File: config.mk
export PLATFORM = sky130hd
export DESIGN_NAME = pwrfail_guard
export DESIGN_NICKNAME = d
export VERILOG_FILES = /design/src/rtl/pwrfail_pkg.sv /design/src/rtl/pwrfail_seq.sv /design/src/rtl/pwrfail_gate.sv /design/src/rtl/pwrfail_batt.sv /design/src/rtl/pwrfail_guard.sv
export SDC_FILE = /design/constraint.sdc
export NUM_CORES = 1
export LEC_CHECK = 0
export ABC_AREA = 1
export BUFFER_PORTS_ARGS = -buffer_cell sky130_fd_sc_hd__buf_2
export CAP_MARGIN = 20
export CORE_MARGIN = 5
export CORE_UTILIZATION = 40
export DETAILED_ROUTE_END_ITERATION = 10
export SYNTH_ARGS = -nofsm -noshare
export SYNTH_HDL_FRONTEND = slang
export SYNTH_HIERARCHICAL = 1
export SYNTH_SLANG_ARGS = --single-unit
File: constraint.sdc
create_clock -name clk -period 1.5 [get_ports clk]
set_input_delay 0.45 -clock clk [delete_from_list [all_inputs] [get_ports clk]]
set_output_delay 0.45 -clock clk [all_outputs]
set_load 0.02 [all_outputs]
File: src/rtl/pwrfail_pkg.sv
package pwrfail_pkg;

    typedef enum logic [2:0] {
        ST_RUN   = 3'd0,   // accesses accepted
        ST_WIN   = 3'd1,   // supply inside the deselect window, fall timed
        ST_LATE  = 3'd2,   // fast fall, protection onset postponed
        ST_PROT  = 3'd3,   // protected, supply not yet good
        ST_RECOV = 3'd4    // protected, recovery time running
    } pf_state_e;

endpackage

File: src/rtl/pwrfail_seq.sv
module pwrfail_seq
    import pwrfail_pkg::*;
#(
    parameter int REC_TICKS      = 4000,
    parameter int FALL_MIN_TICKS = 30,
    parameter int LATE_TICKS     = 20
) (
    input  logic clk,
    input  logic rst_n,
    input  logic tick,
    input  logic sup_ok,
    input  logic sup_low,
    output logic protect_o,
    output logic release_o
);
    localparam int MAXC = (REC_TICKS > FALL_MIN_TICKS)
                        ? ((REC_TICKS > LATE_TICKS) ? REC_TICKS : LATE_TICKS)
                        : ((FALL_MIN_TICKS > LATE_TICKS) ? FALL_MIN_TICKS : LATE_TICKS);
    localparam int CW = $clog2(MAXC + 1);
    localparam logic [CW-1:0] REC_LAST  = CW'(REC_TICKS - 1);
    localparam logic [CW-1:0] LATE_LAST = CW'(LATE_TICKS - 1);
    localparam logic [CW-1:0] FALL_MIN  = CW'(FALL_MIN_TICKS);

    typedef struct packed {
        pf_state_e       st;
        logic [CW-1:0]   cnt;
    } seq_t;

    seq_t seq_d, seq_q;

    always_comb begin
        seq_d = seq_q;
        case (seq_q.st)
            ST_RUN: begin
                if (sup_low) begin
                    seq_d.st  = ST_LATE;
                    seq_d.cnt = '0;
                end else if (!sup_ok) begin
                    seq_d.st  = ST_WIN;
                    seq_d.cnt = '0;
                end
            end
            ST_WIN: begin
                if (sup_low) begin
                    seq_d.st  = (seq_q.cnt >= FALL_MIN) ? ST_PROT : ST_LATE;
                    seq_d.cnt = '0;
                end else if (sup_ok) begin
                    seq_d.st  = ST_RUN;
                    seq_d.cnt = '0;
                end else if (tick && (seq_q.cnt < FALL_MIN)) begin
                    seq_d.cnt = seq_q.cnt + 1'b1;
                end
            end
            ST_LATE: begin
                if (tick) begin
                    if (seq_q.cnt == LATE_LAST) begin
                        seq_d.st  = ST_PROT;
                        seq_d.cnt = '0;
                    end else begin
                        seq_d.cnt = seq_q.cnt + 1'b1;
                    end
                end
            end
            ST_PROT: begin
                if (sup_ok) begin
                    seq_d.st  = ST_RECOV;
                    seq_d.cnt = '0;
                end
            end
            ST_RECOV: begin
                if (!sup_ok) begin
                    seq_d.st  = ST_PROT;
                    seq_d.cnt = '0;
                end else if (tick) begin
                    if (seq_q.cnt == REC_LAST) begin
                        seq_d.st  = ST_RUN;
                        seq_d.cnt = '0;
                    end else begin
                        seq_d.cnt = seq_q.cnt + 1'b1;
                    end
                end
            end
            default: begin
                seq_d.st  = ST_PROT;
                seq_d.cnt = '0;
            end
        endcase
    end

    always_ff @(posedge clk or negedge rst_n) begin
        if (!rst_n) begin
            seq_q <= '{st: ST_PROT, cnt: '0};
        end else begin
            seq_q <= seq_d;
        end
    end

    assign protect_o = (seq_q.st == ST_PROT) || (seq_q.st == ST_RECOV);
    assign release_o = (seq_q.st == ST_RECOV) && (seq_d.st == ST_RUN);


    release_on_tick_chk: assert property (@(posedge clk) disable iff (!rst_n)
        $fell(protect_o) |-> ($past(tick) && $past(sup_ok)));


    hold_while_low_chk: assert property (@(posedge clk) disable iff (!rst_n)
        (protect_o && !sup_ok) |=> protect_o);


    onset_cause_chk: assert property (@(posedge clk) disable iff (!rst_n)
        $rose(protect_o) |-> ($past(sup_low) || ($past(seq_q.st) == ST_LATE)));


    late_no_onset_chk: assert property (@(posedge clk) disable iff (!rst_n)
        ((seq_q.st == ST_LATE) && !tick) |=> !protect_o);

endmodule

File: src/rtl/pwrfail_gate.sv
module pwrfail_gate (
    input  logic protect,
    input  logic ce_n,
    input  logic we_n,
    input  logic oe_n,
    output logic mem_ce,
    output logic mem_we,
    output logic mem_oe
);
    logic sel;

    always_comb begin
        sel    = !protect && !ce_n;
        mem_ce = sel;
        mem_we = sel && !we_n;
        mem_oe = sel && !oe_n && we_n;
    end

endmodule

File: src/rtl/pwrfail_batt.sv
module pwrfail_batt (
    input  logic clk,
    input  logic rst_n,
    input  logic sup_bat,
    input  logic bat_good,
    input  logic release_i,
    output logic bat_sel_o,
    output logic bat_low_n_o
);
    typedef struct packed {
        logic bat_sel;
        logic low;
    } batt_t;

    batt_t batt_d, batt_q;

    always_comb begin
        batt_d         = batt_q;
        batt_d.bat_sel = sup_bat;
        if (release_i) begin
            batt_d.low = !bat_good;
        end
    end

    always_ff @(posedge clk or negedge rst_n) begin
        if (!rst_n) begin
            batt_q <= '{bat_sel: 1'b0, low: 1'b0};
        end else begin
            batt_q <= batt_d;
        end
    end

    assign bat_sel_o   = batt_q.bat_sel;
    assign bat_low_n_o = !batt_q.low;


    bat_follow_chk: assert property (@(posedge clk) disable iff (!rst_n)
        1'b1 |=> (bat_sel_o == $past(sup_bat)));


    low_hold_chk: assert property (@(posedge clk) disable iff (!rst_n)
        !release_i |=> $stable(bat_low_n_o));

endmodule

File: src/rtl/pwrfail_guard.sv
module pwrfail_guard #(
    parameter int REC_TICKS      = 4000,
    parameter int FALL_MIN_TICKS = 30,
    parameter int LATE_TICKS     = 20
) (
    input  logic clk,
    input  logic rst_n,
    input  logic tick,
    input  logic sup_ok_i,
    input  logic sup_low_i,
    input  logic sup_bat_i,
    input  logic bat_good_i,
    input  logic ce_n_i,
    input  logic we_n_i,
    input  logic oe_n_i,
    output logic protect_o,
    output logic bat_sel_o,
    output logic rst_n_o,
    output logic bat_low_n_o,
    output logic mem_ce_o,
    output logic mem_we_o,
    output logic mem_oe_o
);
    logic prot_w;
    logic rel_w;

    pwrfail_seq #(
        .REC_TICKS      (REC_TICKS),
        .FALL_MIN_TICKS (FALL_MIN_TICKS),
        .LATE_TICKS     (LATE_TICKS)
    ) u_seq (
        .clk       (clk),
        .rst_n     (rst_n),
        .tick      (tick),
        .sup_ok    (sup_ok_i),
        .sup_low   (sup_low_i),
        .protect_o (prot_w),
        .release_o (rel_w)
    );

    pwrfail_gate u_gate (
        .protect (prot_w),
        .ce_n    (ce_n_i),
        .we_n    (we_n_i),
        .oe_n    (oe_n_i),
        .mem_ce  (mem_ce_o),
        .mem_we  (mem_we_o),
        .mem_oe  (mem_oe_o)
    );

    pwrfail_batt u_batt (
        .clk         (clk),
        .rst_n       (rst_n),
        .sup_bat     (sup_bat_i),
        .bat_good    (bat_good_i),
        .release_i   (rel_w),
        .bat_sel_o   (bat_sel_o),
        .bat_low_n_o (bat_low_n_o)
    );

    assign protect_o = prot_w;
    assign rst_n_o   = !prot_w;


    blocked_when_prot_chk: assert property (@(posedge clk) disable iff (!rst_n)
        prot_w |-> (!mem_ce_o && !mem_we_o && !mem_oe_o));


    write_passes_chk: assert property (@(posedge clk) disable iff (!rst_n)
        (!prot_w && !ce_n_i && !we_n_i) |-> mem_we_o);

endmodule

==> results of run 1 <==
## per-stage QoR
| stage | setup WS [ns] | TNS, ns |
|---|---|---|
| final | -0.438 | -3.52 |
| after global routing | -0.515 | -5.51 |
| after CTS | -0.441 | -3.15 |
| after detailed placement | -0.164 | -1.52 |
| after global placement | -0.124 | -1.58 |
| after floorplan | -0.188 | -0.543 |
## flip-flops by register name, indices dropped and copies added (netlist names)
| signal | cells |
|---|---|
| u_batt/bat_sel_o | 1 |
| u_batt/batt_q | 1 |
| u_seq/seq_q | 15 |
## cells in the final DEF, fill, tap and decap left out, types with 6 or more instances in the layout
| cell type | Yosys | layout |
|---|---|---|
| buf_2 | 1 | 12 |
| inv_2 | 4 | 10 |
| nand2_1 | 73 | 63 |
| nor2_4 | 0 | 6 |
| dfrtp_1 | 15 | 14 |
| nand2_2 | 2 | 10 |
| inv_1 | 36 | 29 |
| nor2_1 | 22 | 14 |
| buf_6 | 2 | 9 |
| nor2_2 | 4 | 6 |
| nand3_1 | 21 | 18 |
| buf_4 | 0 | 47 |
## where the power goes
group | total (mW) | switching (mW) | internal (mW)
registers | 0.606 | 0.0611 | 0.544
clock network | 0.265 | 0.161 | 0.104
logic | 1.50 | 0.830 | 0.671
## critical path, delay by kind of cell, from the launching register on
kind | cells | cell delay (ns)
AO/OA/AOI/OAI | 1 | 0.14
buffers and inverters | 4 | 0.27
flip-flops | 1 | 0.56
AND/OR/NAND/NOR | 3 | 0.20
## routing by layer
layer  part of all wire  track usage
met2               0.52        0.324
met4              0.016       0.0456
met3              0.035       0.0216
met1               0.43        0.224
met5                  0            0
## cell families (layout without fill, tap and decap cells)
logic type | after synthesis | in the layout
adder cells (fa/ha/maj) | 2 | 2
buffers and inverters | 43 | 112
AO/OA/AOI/OAI | 10 | 10
AND/OR/NAND/NOR | 135 | 136
XOR/XNOR | 3 | 3
flip-flops | 17 | 17
## repair_timing
item	in CTS	in global routing
resized for setup	26	26
endpoints found under the setup margin	18	19
cloned	1	0
pin swaps	7	9
setup buffers	5	4
hold buffers	0	0
## area by class of cell
cell class                      count  area, um2  area share
Clock buffer                        4       26.3      0.0127
Timing Repair Buffer               68        514       0.249
Multi-Input combinational cell    151        886       0.429
Sequential cell                    17        429       0.208
Tap cell                           44       55.1      0.0267
Inverter                           40        153      0.0740
## worst max path at each step
stage                          startpoint  slack, ns        to
after floorplan           u_seq/seq_q[13]      -0.19  mem_ce_o
after CTS                 u_seq/seq_q[13]      -0.44  mem_ce_o
after detailed placement  u_seq/seq_q[12]      -0.16  mem_oe_o
final                     u_seq/seq_q[13]      -0.44  mem_we_o
after global routing      u_seq/seq_q[13]      -0.51  mem_we_o
after global placement    u_seq/seq_q[12]      -0.12  mem_oe_o
==> out/results.ini, run 1 <==
[run_status]
status=complete, but fails checks
violations=setup timing

[placed_design]
placed_area_mm2=0.00179
gp_congestion=0.846
dp_hpwl_um=2580
dp_cells=311
port_buffers=16

[final_layout]
fin_util=0.665
synthToLayoutAreaGrowth_pct=55.7
antenna_cells=0
drive_above_1_share=0.432
fin_nets=293
nFillCells=293
fin_cells=324
stdcell_area_mm2=0.00206

[synth]
synthSimpleGateAreaFrac=0.452
postSynthAreaPerCell_um2=6.31
synth-adder-area-share=0.0189
synth_most_common_cell=nand2_1
syn_area_mm2=0.00133
syn-instance-count=210
synth_compound_area_frac=0.0519
ys_top_cells_by_count=73 x nand2_1, 36 x inv_1, 22 x nor2_1
ys_warn_count=6
synth-seq-cells=17
yosys.area.top_type_share=0.283
yosys-top-cells-area=dfrtp_1 28%, nand2_1 21%, inv_1 10%, nand3_1 7.9%, nor2_1 6.2%
synthMuxAreaShare=0
synth_edf_count=0
synth_cell_types=26
ys_async_sr_fraction=1.00
synth_top_family_by_area=simple AND/OR/NAND/NOR gates
seq_area_frac_synth=0.323
synth_largest_area_cell=dfrtp_1
synth_fp_nets=222
synth_xor_xnor_area_share=0.0198
synth-main-ff-cell=dfrtp_1

[routing]
drc=0
routed_wl_um=3930
final_antenna_net_count=0
wl_per_cell_um=12.1
vias=1515
viasPerCell=4.68
drt_first_pass_iters=6
drt_iter0_drc=62

[grt]
grt_max_degree=18
grt_pass1_wl_um=6290
grt_pass1_vias=1445
antenna_found_initial=0
grt-ovfl-total=0
grt_usage=0.180

[pwr]
p_leak_nw=1.09
ir_drop_mv=0.868
fin_total_pwr_mw=2.37
power_density_mw_per_mm2=1150

[clocking]
cts.sinks=17
cts_tree=built
cts_root_buf=clkbuf_4
clock_path_buffers=2
cts_max_level=1
insertion_delay_ns=0.30
numCtsBuffers=3
clk_pin_slew_ns=0.10

[timing]
final-setup-viol-count=18
final_max_slew_viol_count=0
whs_ns=0.0550
period_needed_ns=1.94
finalCritPeriodShare=1.29
fmax_mhz=516
skew_ns=0.00148
tightest_slew_ns=0.402
fin_ws_ns=-0.438
hold_viol_final=0
rsz0062_at_grt=true
relSlewSlack=0.732

[setup_path]
cpMostUsedCell=inv_2
crit_type=reg2out
slowest_stage=dfstp_2
cp-end-kind=primary output
crit_chain=inv_2, nor2_4, inv_2, o21ai_4, inv_2, nand2_4, nor2_2, buf_6
path_max_fanout=3
r2r-start=u_seq/seq_q[13]
worstSetupStartpointType=register
arrival_ns=1.49
cp_data_required_time_ns=1.05
r2r-end=u_seq/seq_q[5]
cpPeakStageDelay_ns=0.56
rr_worst_depth=11
ff2ff_setup_slack_ns=-0.18

[floorplanning]
io_pins=17
initial_core_util=0.427
rows=20
die_h_um=67.6
coreArea_mm2=0.00310
die_area_mm2=0.00456
die_w_um=67.6

[min_path]
hold_class=in2async

[flow_run]
max-cap-violations=0

Power figures use the tool's default switching activity.
==> run 2: changes to the inputs <==
- CORE_MARGIN: 5 -> default
==> run 2 against run 1 <==
Critical path type unchanged. Register-to-register slack worse by 0.03 ns. Sequential share of layout area up 1.6 points. Global-route usage up 4.3 points. Maximum frequency down 1.5%. Clock skew up 0.0015 ns. The run still ends with setup timing left. Critical path depth unchanged.
==> out/results.ini, run 2 (synthesized netlist as in run 1, its figures left out) <==
[timing]
fin_ws_ns=-0.467
period_needed_ns=1.97
hold_viol_final=0
final_max_slew_viol_count=0
final-setup-viol-count=17
rsz0062_at_grt=true
finalCritPeriodShare=1.31
skew_ns=0.00294
tightest_slew_ns=0.430
fmax_mhz=508
whs_ns=0.0585
relSlewSlack=0.711

[clocking]
numCtsBuffers=3
cts_root_buf=clkbuf_4
cts.sinks=17
clock_path_buffers=2
cts_max_level=1
cts_tree=built
clk_pin_slew_ns=0.10
insertion_delay_ns=0.29

[setup_path]
crit_type=reg2out
rr_worst_depth=12
crit_start=u_seq/seq_q[13]
worstSetupStartpointType=register
ff2ff_setup_slack_ns=-0.21
arrival_ns=1.52
r2r-start=u_seq/seq_q[13]
r2r-end=u_seq/seq_q[5]
path_max_fanout=3
cp_data_required_time_ns=1.05
cp-end-kind=primary output
crit_end=mem_ce_o

[pwr]
ir_drop_mv=0.591
p_leak_nw=1.02
power_density_mw_per_mm2=1140

[routing]
drt_first_pass_iters=4
drc=0
drt_iter0_drc=40
viasPerCell=4.66
vias=1455
wl_per_cell_um=11.1
dr_wl_met2_um=1760
routed_wl_um=3480
dr_wl_met3_um=140
wl_met1_um=1530
maxUsedRoutingLayer=met4
final_antenna_net_count=0

[placed_design]
gp_congestion=0.815
place_ws_ns=-0.139
placed_area_mm2=0.00174
dp_cells=305
port_buffers=16
dp_hpwl_um=2480

[grt]
grt_pass1_vias=1336
grt_pass1_wl_um=5780
grt_usage=0.223
antenna_found_initial=0
grt-ovfl-total=0
grt_max_degree=18

[final_layout]
synthToLayoutAreaGrowth_pct=44.9
final_cell_mix=64 x nand2_1, 40 x buf_4, 30 x inv_1
drive_above_1_share=0.381
fin_nets=281
final_common_cell=nand2_1
antenna_cells=0
largest_reg_flops=15
stdcell_area_mm2=0.00192
fin_cells=312
largest-register=u_seq/seq_q

[floorplanning]
initial_core_util=0.427
rows=20
die_w_um=59.6
coreArea_mm2=0.00310
io_pins=17
die_area_mm2=0.00355
die_h_um=59.6

[min_path]
hold_class=in2async

[run_status]
status=complete, but fails checks
violations=setup timing

[flow_run]
max-cap-violations=0

[run 2: cell count changes in the layout (fill, tap and decap cells not counted), sizes merged]
cell,previous run,this run
buf,68,56
[run 2: report_power, final]
part	total, mW	switching, mW	leakage, nW	internal, mW
sequential	0.605	0.0602	0.225	0.545
clock	0.256	0.152	0.0150	0.103
combinational	1.32	0.753	0.783	0.570
total	2.18	0.965	1.02	1.22
[run 2: layout make-up]
type                       instances  area (um2)
multi-input combinational        151         853
fill                             300        1180
clock buffer                       4        26.3
sequential                        17         429
timing repair buffer              56         405
tap                               44        55.1
inverter                          40         150
[run 2: worst min-delay path by stage]
stage                             endpoint  slack (ns)
after global routing        u_seq/seq_q[1]        0.08
after global placement      u_seq/seq_q[1]        0.41
after CTS                   u_seq/seq_q[7]        0.07
after detailed placement    u_seq/seq_q[1]        0.40
final                       u_seq/seq_q[1]        0.06
after floorplan           u_batt/bat_sel_o        0.15
[run 2: what timing repair did]
item	4_1_cts	5_1_grt
pin swaps	5	11
hold buffers	0	0
setup endpoints to repair	18	19
resized for setup	24	13
setup buffers	2	1
cloned	1	0
[run 2: worst max-delay path, cell delays in order (launching register included)]
cell	delay, ns
dfstp_2	0.56
inv_2	0.04
nor2_4	0.11
inv_2	0.05
o21ai_4	0.13
inv_2	0.06
nand2_4	0.09
inv_1	0.05
buf_6	0.12
[run 2: per-stage QoR]
| step | util | total power, mW | setup TNS [ns] |
|---|---|---|---|
| 2_1_floorplan | - | 1.33 | -0.543 |
| 3_3_place_gp | 0.562 | 1.74 | -1.04 |
| 3_5_place_dp | 0.562 | 1.74 | -1.33 |
| 4_1_cts | 0.604 | 2.16 | -2.70 |
| 5_1_grt | 0.619 | 2.39 | -6.42 |
| 6_report | 0.619 | 2.18 | -4.24 |
[run 2: metal layers]
layer,track usage,vias up
met5,0,-
met4,0.0930,0
met3,0.0459,6
met2,0.385,37
met1,0.266,650
li1,-,762
==> run 3: changes to the inputs <==
- CORE_ASPECT_RATIO: default -> 1.4
- clock period: 1.5 -> 2.21 ns (I/O delays scaled with it)
==> run 3 against run 2 <==
The run now ends clean. Cell area shrank 21%. Non-clock buffer count shrank 35. Setup slack gained 0.54 ns. Clock skew shrank 0.0011 ns.
==> out/results.ini, run 3 (synthesized netlist as in run 1, its figures left out) <==
[run_status]
status=finished clean

[clocking]
clock_path_buffers=2
hold_buffers=0
numCtsBuffers=3
cts_max_level=1
cts_root_buf=clkbuf_8
clk_pin_slew_ns=0.07
insertion_delay_ns=0.25
cts.sinks=17
cts_tree=built

[final_layout]
multi_input_area_um2=728
largest-register=u_seq/seq_q
drive_above_1_share=0.177
antenna_cells=0
final_common_cell=nand2_1
largest_reg_flops=15
final_cell_mix=73 x nand2_1, 36 x inv_1, 22 x nor2_1
seq_area_um2=428
synthToLayoutAreaGrowth_pct=14.5
fin_util=0.486
stdcell_area_mm2=0.00152
fin_nets=245
nFillCells=351

[grt]
grt_pass1_vias=1166
grt_max_degree=18
grt-ovfl-total=0
grt_usage=0.182
grt_pass1_wl_um=4930
antenna_found_initial=0

[routing]
routed_wl_um=2990
viasPerCell=4.81
drc=0
vias=1304
drt_iter0_drc=32
final_antenna_net_count=0
wl_per_cell_um=11.0
drt_first_pass_iters=4

[floorplanning]
die_area_mm2=0.00355
die_w_um=50.6
initial_core_util=0.424
io_pins=17
die_h_um=70.1
rows=24
coreArea_mm2=0.00312

[setup_path]
cpMostUsedCell=inv_1
cp-end-kind=primary output
path_max_fanout=3
r2r-end=u_seq/seq_q[6]
slowest_stage=dfstp_2
cpPeakStageDelay_ns=0.54
worstSetupStartpointType=register
crit_chain=inv_1, nor2_4, inv_1, o21ai_2, inv_1, nand2_2, nor2_1, buf_2
arrival_ns=1.47
cp_data_required_time_ns=1.55
r2r-start=u_seq/seq_q[1]
crit_type=reg2out
rr_worst_depth=10
ff2ff_setup_slack_ns=0.44

[pwr]
ir_drop_mv=0.409
power_density_mw_per_mm2=845
p_leak_nw=0.836

[min_path]
hold_class=in2async

[placed_design]
placed_area_mm2=0.00143
gp_congestion=0.874
port_buffers=16
dp_hpwl_um=2300

[timing]
period_needed_ns=2.14
hold_viol_final=0
rsz0062_at_grt=false
relSlewSlack=0.727
skew_ns=0.00185
finalCritPeriodShare=0.967
tightest_slew_ns=0.406
final_max_slew_viol_count=0
final-setup-viol-count=0
setup_tns_ns=0
fmax_mhz=468

[flow_run]
max-cap-violations=0

[run 3: cell type report]
type / instances / share of cell area
clock buffers: 4 / 0.0297
multi-input cells: 150 / 0.480
well taps: 39 / 0.0322
inverters: 40 / 0.0989
flip-flops and latches: 17 / 0.282
repair buffers: 21 / 0.0775
[run 3: how the worst max path moves through the flow]
| stage | cells after the start | endpoint | from | slack (ns) |
|---|---|---|---|---|
| 2_1_floorplan | 7 | mem_ce_o | u_seq/seq_q[13] | 0.09 |
| 3_3_place_gp | 8 | mem_oe_o | u_seq/seq_q[13] | 0.23 |
| 3_5_place_dp | 8 | mem_oe_o | u_seq/seq_q[13] | 0.18 |
| 4_1_cts | 8 | mem_oe_o | u_seq/seq_q[13] | 0.009 |
| 5_1_grt | 8 | mem_ce_o | u_seq/seq_q[13] | 0.002 |
| 6_report | 8 | mem_oe_o | u_seq/seq_q[13] | 0.07 |
[run 3: worst max-delay path: cells and delay by family, from the launching register on]
kind	cells	cell delay [ns]
AO/OA/AOI/OAI	1	0.12
buffers and inverters	4	0.32
flip-flops	1	0.54
AND/OR/NAND/NOR	3	0.24
[run 3: stage by stage]
stage | setup WS, ns | total power [mW] | cells | hold slack, ns
6_report | 0.0733 | 1.28 | 271 | 0.327
5_1_grt | 0.00163 | 1.38 | 271 | 0.356
4_1_cts | 0.00851 | 1.25 | 268 | 0.344
3_5_place_dp | 0.181 | 0.990 | 263 | 0.460
3_3_place_gp | 0.232 | 0.986 | 263 | 0.466
2_1_floorplan | 0.0930 | 0.867 | 210 | 0.367
[run 3: routing by layer]
| metal | global-route usage | vias to the layer above | part of all wire |
|---|---|---|---|
| met5 | 0 | - | 0 |
| met4 | 0.0463 | 0 | 0.0054 |
| met3 | 0.0261 | 2 | 0.030 |
| met2 | 0.327 | 21 | 0.52 |
| met1 | 0.220 | 592 | 0.45 |
| li1 | - | 689 | - |
[run 3: what timing repair did]
action                                  CTS  global route
gates cloned                              0             0
buffers inserted                          1             3
gates resized for setup                   1             1
endpoints found under the setup margin    3             5
pin swaps                                 1             2
[run 3: report_power, final]
part	internal (mW)	switching, mW	total (mW)
Clock	0.128	0.112	0.240
Combinational	0.220	0.410	0.631
Sequential	0.369	0.0430	0.412
Total	0.718	0.566	1.28
